### src/rtl/tmr_pkg.sv
// Shared definitions for the compare-match timer: register addresses,
// control register layout and the flip-flop command encoding.
package tmr_pkg;

    localparam logic [1:0] ADDR_CTRL = 2'd0;
    localparam logic [1:0] ADDR_CMP  = 2'd1;
    localparam logic [1:0] ADDR_FF   = 2'd2;
    localparam int         CTRL_W    = 6;

    // Control register, LSB first: run, toggle enable, pwm, double buffer, shift.
    typedef struct packed {
        logic [1:0] shift;
        logic       dbuf;
        logic       pwm;
        logic       tog_en;
        logic       run;
    } ctrl_t;

    // Software command for the waveform flip-flop.
    typedef enum logic [1:0] {
        FF_INV  = 2'b00,
        FF_CLR  = 2'b01,
        FF_SET  = 2'b10,
        FF_KEEP = 2'b11
    } ff_cmd_e;

endpackage

### src/rtl/tmr_counter.sv
// Up counter with event detection.
// Interval mode: the counter wraps to zero on the tick where it equals cmp_val.
// PWM mode: it wraps at top_val (overflow), and a match is flagged when the
// next count equals cmp_val.
// Assumes tick is a single-cycle enable. Events are combinational and only
// occur while run is high.
module tmr_counter #(
    parameter int CNT_W = 8
) (
    input  logic             clk,
    input  logic             rst_n,
    input  logic             run,
    input  logic             tick,
    input  logic             pwm_mode,
    input  logic [CNT_W-1:0] top_val,
    input  logic [CNT_W-1:0] cmp_val,
    output logic [CNT_W-1:0] cnt,
    output logic             match_ev,
    output logic             ovf_ev
);

    logic             step;
    logic             ovf_cond;
    logic [CNT_W:0]   cnt_inc;

    // Decode the events of the current tick.
    always_comb begin
        step     = run & tick;
        cnt_inc  = {1'b0, cnt} + 1'b1;
        ovf_cond = pwm_mode && (cnt >= top_val);
        ovf_ev   = step && ovf_cond;
        if (pwm_mode)
            match_ev = step && !ovf_cond && (cnt_inc == {1'b0, cmp_val});
        else
            match_ev = step && (cnt == cmp_val);
    end

    // Counter register: cleared when stopped, wraps on match or overflow.
    always_ff @(posedge clk) begin
        if (!rst_n)
            cnt <= '0;
        else if (!run)
            cnt <= '0;
        else if (step) begin
            if (ovf_ev || (!pwm_mode && match_ev))
                cnt <= '0;
            else
                cnt <= cnt_inc[CNT_W-1:0];
        end
    end

    AST_MATCH_CLEARS: assert property (@(posedge clk) disable iff (!rst_n)
        (match_ev && !pwm_mode) |=> (cnt == '0));
    AST_STOP_CLEARS: assert property (@(posedge clk) disable iff (!rst_n)
        !run |=> (cnt == '0));
    AST_IDLE_HOLDS: assert property (@(posedge clk) disable iff (!rst_n)
        (run && !tick) |=> $stable(cnt));
    AST_OVF_WRAP: assert property (@(posedge clk) disable iff (!rst_n)
        ovf_ev |=> (cnt == '0));

endmodule

### src/rtl/tmr_cmpreg.sv
// Compare value storage with an optional buffer stage.
// When buffered, writes land in the buffer only, and the buffer is copied
// to the active value on overflow. Otherwise writes update both at once.
// cmp_next is the active value that will hold after this edge.
module tmr_cmpreg #(
    parameter int CNT_W = 8
) (
    input  logic             clk,
    input  logic             rst_n,
    input  logic             wr,
    input  logic [CNT_W-1:0] wdata,
    input  logic             buffered,
    input  logic             ovf_ev,
    output logic [CNT_W-1:0] cmp_act,
    output logic [CNT_W-1:0] cmp_next
);

    logic [CNT_W-1:0] buf_q;

    // Next active value: reload at overflow; a direct write wins.
    always_comb begin
        cmp_next = cmp_act;
        if (ovf_ev)
            cmp_next = buf_q;
        if (wr && !buffered)
            cmp_next = wdata;
    end

    // Buffer and active registers.
    always_ff @(posedge clk) begin
        if (!rst_n) begin
            buf_q   <= '0;
            cmp_act <= '0;
        end else begin
            if (wr)
                buf_q <= wdata;
            cmp_act <= cmp_next;
        end
    end

    AST_BUF_HOLD: assert property (@(posedge clk) disable iff (!rst_n)
        (buffered && !ovf_ev) |=> $stable(cmp_act));
    AST_BUF_RELOAD: assert property (@(posedge clk) disable iff (!rst_n)
        (ovf_ev && !(wr && !buffered)) |=> (cmp_act == $past(buf_q)));
    AST_DIRECT_WRITE: assert property (@(posedge clk) disable iff (!rst_n)
        (wr && !buffered) |=> (cmp_act == $past(wdata)));

endmodule

### src/rtl/tmr_outff.sv
// Waveform flip-flop.
// Priority order: software command, then PWM set/clear, then interval toggle.
// Assumes match_ev and ovf_ev are single-cycle events from the counter.
module tmr_outff
    import tmr_pkg::*;
(
    input  logic       clk,
    input  logic       rst_n,
    input  logic       sw_wr,
    input  logic [1:0] sw_cmd,
    input  logic       pwm_mode,
    input  logic       tog_en,
    input  logic       match_ev,
    input  logic       ovf_ev,
    input  logic       ovf_val,
    output logic       q
);

    // Flip-flop update, software first.
    always_ff @(posedge clk) begin
        if (!rst_n)
            q <= 1'b0;
        else if (sw_wr) begin
            case (ff_cmd_e'(sw_cmd))
                FF_CLR:  q <= 1'b0;
                FF_SET:  q <= 1'b1;
                FF_INV:  q <= ~q;
                default: q <= q;
            endcase
        end else if (pwm_mode) begin
            if (ovf_ev)
                q <= ovf_val;
            else if (match_ev)
                q <= 1'b0;
        end else if (match_ev && tog_en)
            q <= ~q;
    end

    AST_SW_CLEAR: assert property (@(posedge clk) disable iff (!rst_n)
        (sw_wr && sw_cmd == 2'b01) |=> !q);
    AST_SW_SET: assert property (@(posedge clk) disable iff (!rst_n)
        (sw_wr && sw_cmd == 2'b10) |=> q);
    AST_SW_INV_ONCE: assert property (@(posedge clk) disable iff (!rst_n)
        (sw_wr && sw_cmd == 2'b00) |=> (q != $past(q)));
    AST_NO_TOGGLE: assert property (@(posedge clk) disable iff (!rst_n)
        (!sw_wr && !pwm_mode && !tog_en) |=> $stable(q));

endmodule

### src/rtl/match_tmr.sv
// Compare-match timer top: register decode, interrupt registers and the
// wiring of the counter, compare storage and waveform flip-flop.
// Assumes CNT_W >= 4 (the shortest PWM period is then two counts) and
// DATA_W >= CNT_W and DATA_W >= 6.
module match_tmr
    import tmr_pkg::*;
#(
    parameter int CNT_W  = 8,
    parameter int DATA_W = 8
) (
    input  logic              clk,
    input  logic              rst_n,
    input  logic              tick,
    input  logic              wr_en,
    input  logic [1:0]        wr_addr,
    input  logic [DATA_W-1:0] wr_data,
    output logic [CNT_W-1:0]  count,
    output logic              tmr_out,
    output logic              irq_match,
    output logic              irq_ovf
);

    localparam logic [CNT_W-1:0] FULL = {CNT_W{1'b1}};

    ctrl_t            ctrl_q;
    logic             wr_ctrl, wr_cmp, wr_ff;
    logic [CNT_W-1:0] top_val;
    logic [CNT_W-1:0] cmp_act, cmp_next;
    logic             match_ev, ovf_ev;
    logic             buffered;

    // Address decode and derived configuration.
    always_comb begin
        wr_ctrl  = wr_en && (wr_addr == ADDR_CTRL);
        wr_cmp   = wr_en && (wr_addr == ADDR_CMP);
        wr_ff    = wr_en && (wr_addr == ADDR_FF);
        top_val  = FULL >> ctrl_q.shift;
        buffered = ctrl_q.pwm && ctrl_q.dbuf;
    end

    // Control register.
    always_ff @(posedge clk) begin
        if (!rst_n)
            ctrl_q <= '0;
        else if (wr_ctrl)
            ctrl_q <= ctrl_t'(wr_data[CTRL_W-1:0]);
    end

    // One-cycle interrupt pulses.
    always_ff @(posedge clk) begin
        if (!rst_n) begin
            irq_match <= 1'b0;
            irq_ovf   <= 1'b0;
        end else begin
            irq_match <= match_ev;
            irq_ovf   <= ovf_ev;
        end
    end

    tmr_counter #(.CNT_W(CNT_W)) u_cnt (
        .clk      (clk),
        .rst_n    (rst_n),
        .run      (ctrl_q.run),
        .tick     (tick),
        .pwm_mode (ctrl_q.pwm),
        .top_val  (top_val),
        .cmp_val  (cmp_act),
        .cnt      (count),
        .match_ev (match_ev),
        .ovf_ev   (ovf_ev)
    );

    tmr_cmpreg #(.CNT_W(CNT_W)) u_cmp (
        .clk      (clk),
        .rst_n    (rst_n),
        .wr       (wr_cmp),
        .wdata    (wr_data[CNT_W-1:0]),
        .buffered (buffered),
        .ovf_ev   (ovf_ev),
        .cmp_act  (cmp_act),
        .cmp_next (cmp_next)
    );

    tmr_outff u_ff (
        .clk      (clk),
        .rst_n    (rst_n),
        .sw_wr    (wr_ff),
        .sw_cmd   (wr_data[1:0]),
        .pwm_mode (ctrl_q.pwm),
        .tog_en   (ctrl_q.tog_en),
        .match_ev (match_ev),
        .ovf_ev   (ovf_ev),
        .ovf_val  (cmp_next != '0),
        .q        (tmr_out)
    );

    AST_OVF_PULSE: assert property (@(posedge clk) disable iff (!rst_n)
        irq_ovf |=> !irq_ovf);
    AST_IRQ_QUIET: assert property (@(posedge clk) disable iff (!rst_n)
        !ctrl_q.run |=> (!irq_match && !irq_ovf));

endmodule

### config.mk
export PLATFORM = sky130hd
export DESIGN_NAME = match_tmr
export DESIGN_NICKNAME = d
export VERILOG_FILES = /design/src/rtl/tmr_pkg.sv /design/src/rtl/tmr_counter.sv /design/src/rtl/tmr_cmpreg.sv /design/src/rtl/tmr_outff.sv /design/src/rtl/match_tmr.sv
export SDC_FILE = /design/constraint.sdc
export NUM_CORES = 1
export LEC_CHECK = 0
export BUFFER_PORTS_ARGS = -buffer_cell sky130_fd_sc_hd__buf_4
export CAP_MARGIN = 10
export CORE_UTILIZATION = 50
export DETAILED_ROUTE_END_ITERATION = 16
export GPL_TIMING_DRIVEN = 0
export PLACE_DENSITY = 0.78
export SLEW_MARGIN = 40
export SYNTH_ARGS = -nofsm -noshare
export SYNTH_HDL_FRONTEND = slang
export SYNTH_SLANG_ARGS = --single-unit
### constraint.sdc
create_clock -name clk -period 3.45 [get_ports clk]
set_clock_uncertainty 0.1 [all_clocks]
set_input_delay 0.69 -clock clk [delete_from_list [all_inputs] [get_ports clk]]
set_output_delay 0.69 -clock clk [all_outputs]
set_load 0.05 [all_outputs]
==> reports/qor.txt <==
status: completed
die area: 3995 um^2
Max-Cap Viols: 0
Area Growth Syn to Fin: 18.97%
clock share of power: 43.5%
synthesized area: 1873 um^2
Num Clock Sinks: 33
Cell Rows: 21
htree depth: 2
Clock Latency Late Sink: 0.30 ns
worst reg2reg setup slack: 0.46 ns
initial antenna violation count: 0
post-place setup slack: 0.2777 ns
Comb pwr share: 11.2%
GPL Wtd Cong: 0.8750
DP HPWL: 3.152 mm
crit path kind: reg2reg
first-pass GRT wire length: 7.279 mm
diode count: 0
Core Util, Final: 64.25%
share of cells above drive strength 1: 20.32%
Seq/Total Area, Yosys: 35.27%
IO buf count: 23
Critical Path RT: 3.54 ns
Cells after Synth: 220
number of global-route vias before repair: 1563
pin count of the biggest net entering global routing: 11
Main synth FF type: dfxtp_1
CTS buffer count: 5
Final period util: 86.60%
Post-synth EDFFs: 0
chip width: 63.21 um
Least-Margin Pin Slew: 0.7471 ns
die height: 63.21 um
FF-to-FF End: u_ff.q
Critical Path End Type: flip-flop
fillcell total: 331
Nets: 268
TritonCTS clock tree: yes
leak pwr: 0.9304 nW
Sw Share: 24.44%
worst r2r path cells: 10
fmax: 334.7 MHz
YS warnings: 0
Net Count, Synth: 238
root buf cell: clkbuf_8
Clk pin slew, worst setup/hold paths: 0.07 ns
DRC: 0
Switch Pwr: 0.2191 mW
Vias: 1650
io pins: 25
TritonRoute pass-1 iters: 4
drt total wl: 4.285 mm
initial core utilization: 54.00%
Multi-input gate area: 1150 um^2
Clock Tree Buf Depth: 2
initial DRC count: 135
RR Startpoint: ctrl_q[5]
worst-path fanout max: 9
Worst VDD drop: 0.2457 mV
Reg area: 660.6 um^2
Arrival @ worst endpoint: 3.08 ns
Slew Limit Headroom: 49.98%
WL per Instance: 14.43 um
Core Footprint: 3468 um^2
crit path from: ctrl_q[5]
Total GRT Usage: 23.73%
Vias/cell: 5.556
ys async rst share: 0%
minimum clock period: 2.988 ns
Hold/Removal Path Class: reg2reg
pwr dens: 402.3 nW/um^2
Avg Cell Area, Syn: 8.514 um^2
Final Max Slew Viols: 0
Seq pwr share: 45.2%
grt total ovfl: 0
post-route setup slack: 0.4623 ns
end point of the critical path: u_ff.q
Power Internal: 0.6775 mW
Unique masters post-synth: 44
# setup viols final: 0
Critical Path Source Type: flip-flop
RSZ-0062 raised after global routing: no
final hold vios: 0
Post-CTS Setup Inserts: 0
Routed Antenna Nets: 0
FF+latch count, synth: 33
final setup TNS: 0 ns
[Yosys cell counts, drive strengths merged, types with 7 or more instances]
cell type   n  area, um^2
a21oi       7       35.03
and2        9       60.06
dfxtp      33       660.6
mux2i      11       110.1
nand2      13       48.80
nand3      12       72.57
nor2       39       146.4
nor3        9       45.04
o21ai       7       35.03
xnor2      11       96.34
xor2        8       70.07
[critical path, stage by stage (launching register included)]
cell      delay (ns)
dfxtp_1         0.34
or2_2           0.30
ha_1            0.31
and3_2          0.21
nand3_4         0.12
a21o_1          0.21
buf_6           0.13
a221oi_1        0.35
o22ai_1         0.16
o31a_1          0.32
o311a_1         0.34
[layout by cell type (no fill, tap or decap), drive strengths merged, types with 7 or more instances in the layout]
master / instances
nor2: 39
dfxtp: 33
buf: 27
nand2: 13
nand3: 12
mux2i: 11
xnor2: 11
clkbuf: 11
nor3: 9
and2: 9
xor2: 8
o21ai: 7
a21oi: 7
[stage by stage]
step                      total power [mW]  area [um^2]  hold WS, ns  instances
after floorplan                     0.4801         1873       0.3520        220
after global placement              0.5114         2103       0.3670        289
after CTS                           0.8983         2225       0.4011        297
after detailed placement            0.5143         2108       0.3843        289
final                               0.8966         2228       0.3966        297
after global routing                0.9341         2228       0.4188        297
[power by group through the flow]
stage | registers, mW | logic, mW | clock network (mW)
3_3_place_gp | 0.414 | 0.0977 | 0
4_1_cts | 0.405 | 0.100 | 0.393
3_5_place_dp | 0.414 | 0.100 | 0
6_report | 0.406 | 0.101 | 0.390
5_1_grt | 0.407 | 0.112 | 0.415
2_1_floorplan | 0.413 | 0.0670 | 0
[sequential cells by signal, summed over array words and instances, names as in the netlist]
name,flops
ctrl_q,6
irq_match,1
irq_ovf,1
u_cmp.buf_q,8
u_cmp.cmp_act,8
u_cnt.cnt,8
u_ff.q,1
[how the worst min path moves through the flow]
stage	slack, ns	endpoint	depth (start not counted)	from
after global placement	0.37	u_cmp.buf_q[0]	2	u_cmp.buf_q[0]
final	0.40	ctrl_q[3]	2	ctrl_q[3]
after floorplan	0.35	ctrl_q[3]	2	ctrl_q[3]
after CTS	0.40	u_cmp.buf_q[0]	2	u_cmp.buf_q[0]
after detailed placement	0.38	u_cmp.buf_q[0]	2	u_cmp.buf_q[0]
after global routing	0.42	u_cmp.buf_q[2]	2	u_cmp.buf_q[2]
[metal layers]
metal / global-route usage, % / vias to the layer above / routed length (um)
met4: 7.386 / 0 / 63
li1: - / 845 / -
met1: 29.94 / 756 / 2028
met2: 37.90 / 43 / 1989
met5: 0 / - / 0
met3: 7.971 / 6 / 203
[logic make-up (layout without fill, tap and decap cells)]
family | Yosys count | in the layout | share of synthesized area (%)
buf+inv | 12 | 43 | 3.807
mux | 13 | 13 | 7.081
fa+ha+maj | 4 | 4 | 2.672
compound gates | 37 | 37 | 13.63
xor+xnor | 19 | 19 | 8.884
flops | 33 | 33 | 35.27
simple gates | 102 | 102 | 28.66
[layout make-up]
| cell class | instances | area share (%) |
|---|---|---|
| plain buffers | 8 | 2.527 |
| clock buffers | 7 | 3.874 |
| clock inverters | 1 | 1.348 |
| inverters | 4 | 0.6738 |
| multi-input cells | 175 | 51.60 |
| flip-flops and latches | 33 | 29.65 |
| well taps | 46 | 2.583 |
| repair buffers | 23 | 7.748 |
[timing repair]
action / CTS / global route
hold buffers: 0 / 0
endpoints found under the setup margin: 0 / 1
resized for setup: 0 / 1
No activity file was read; power rests on OpenSTA's default activity.
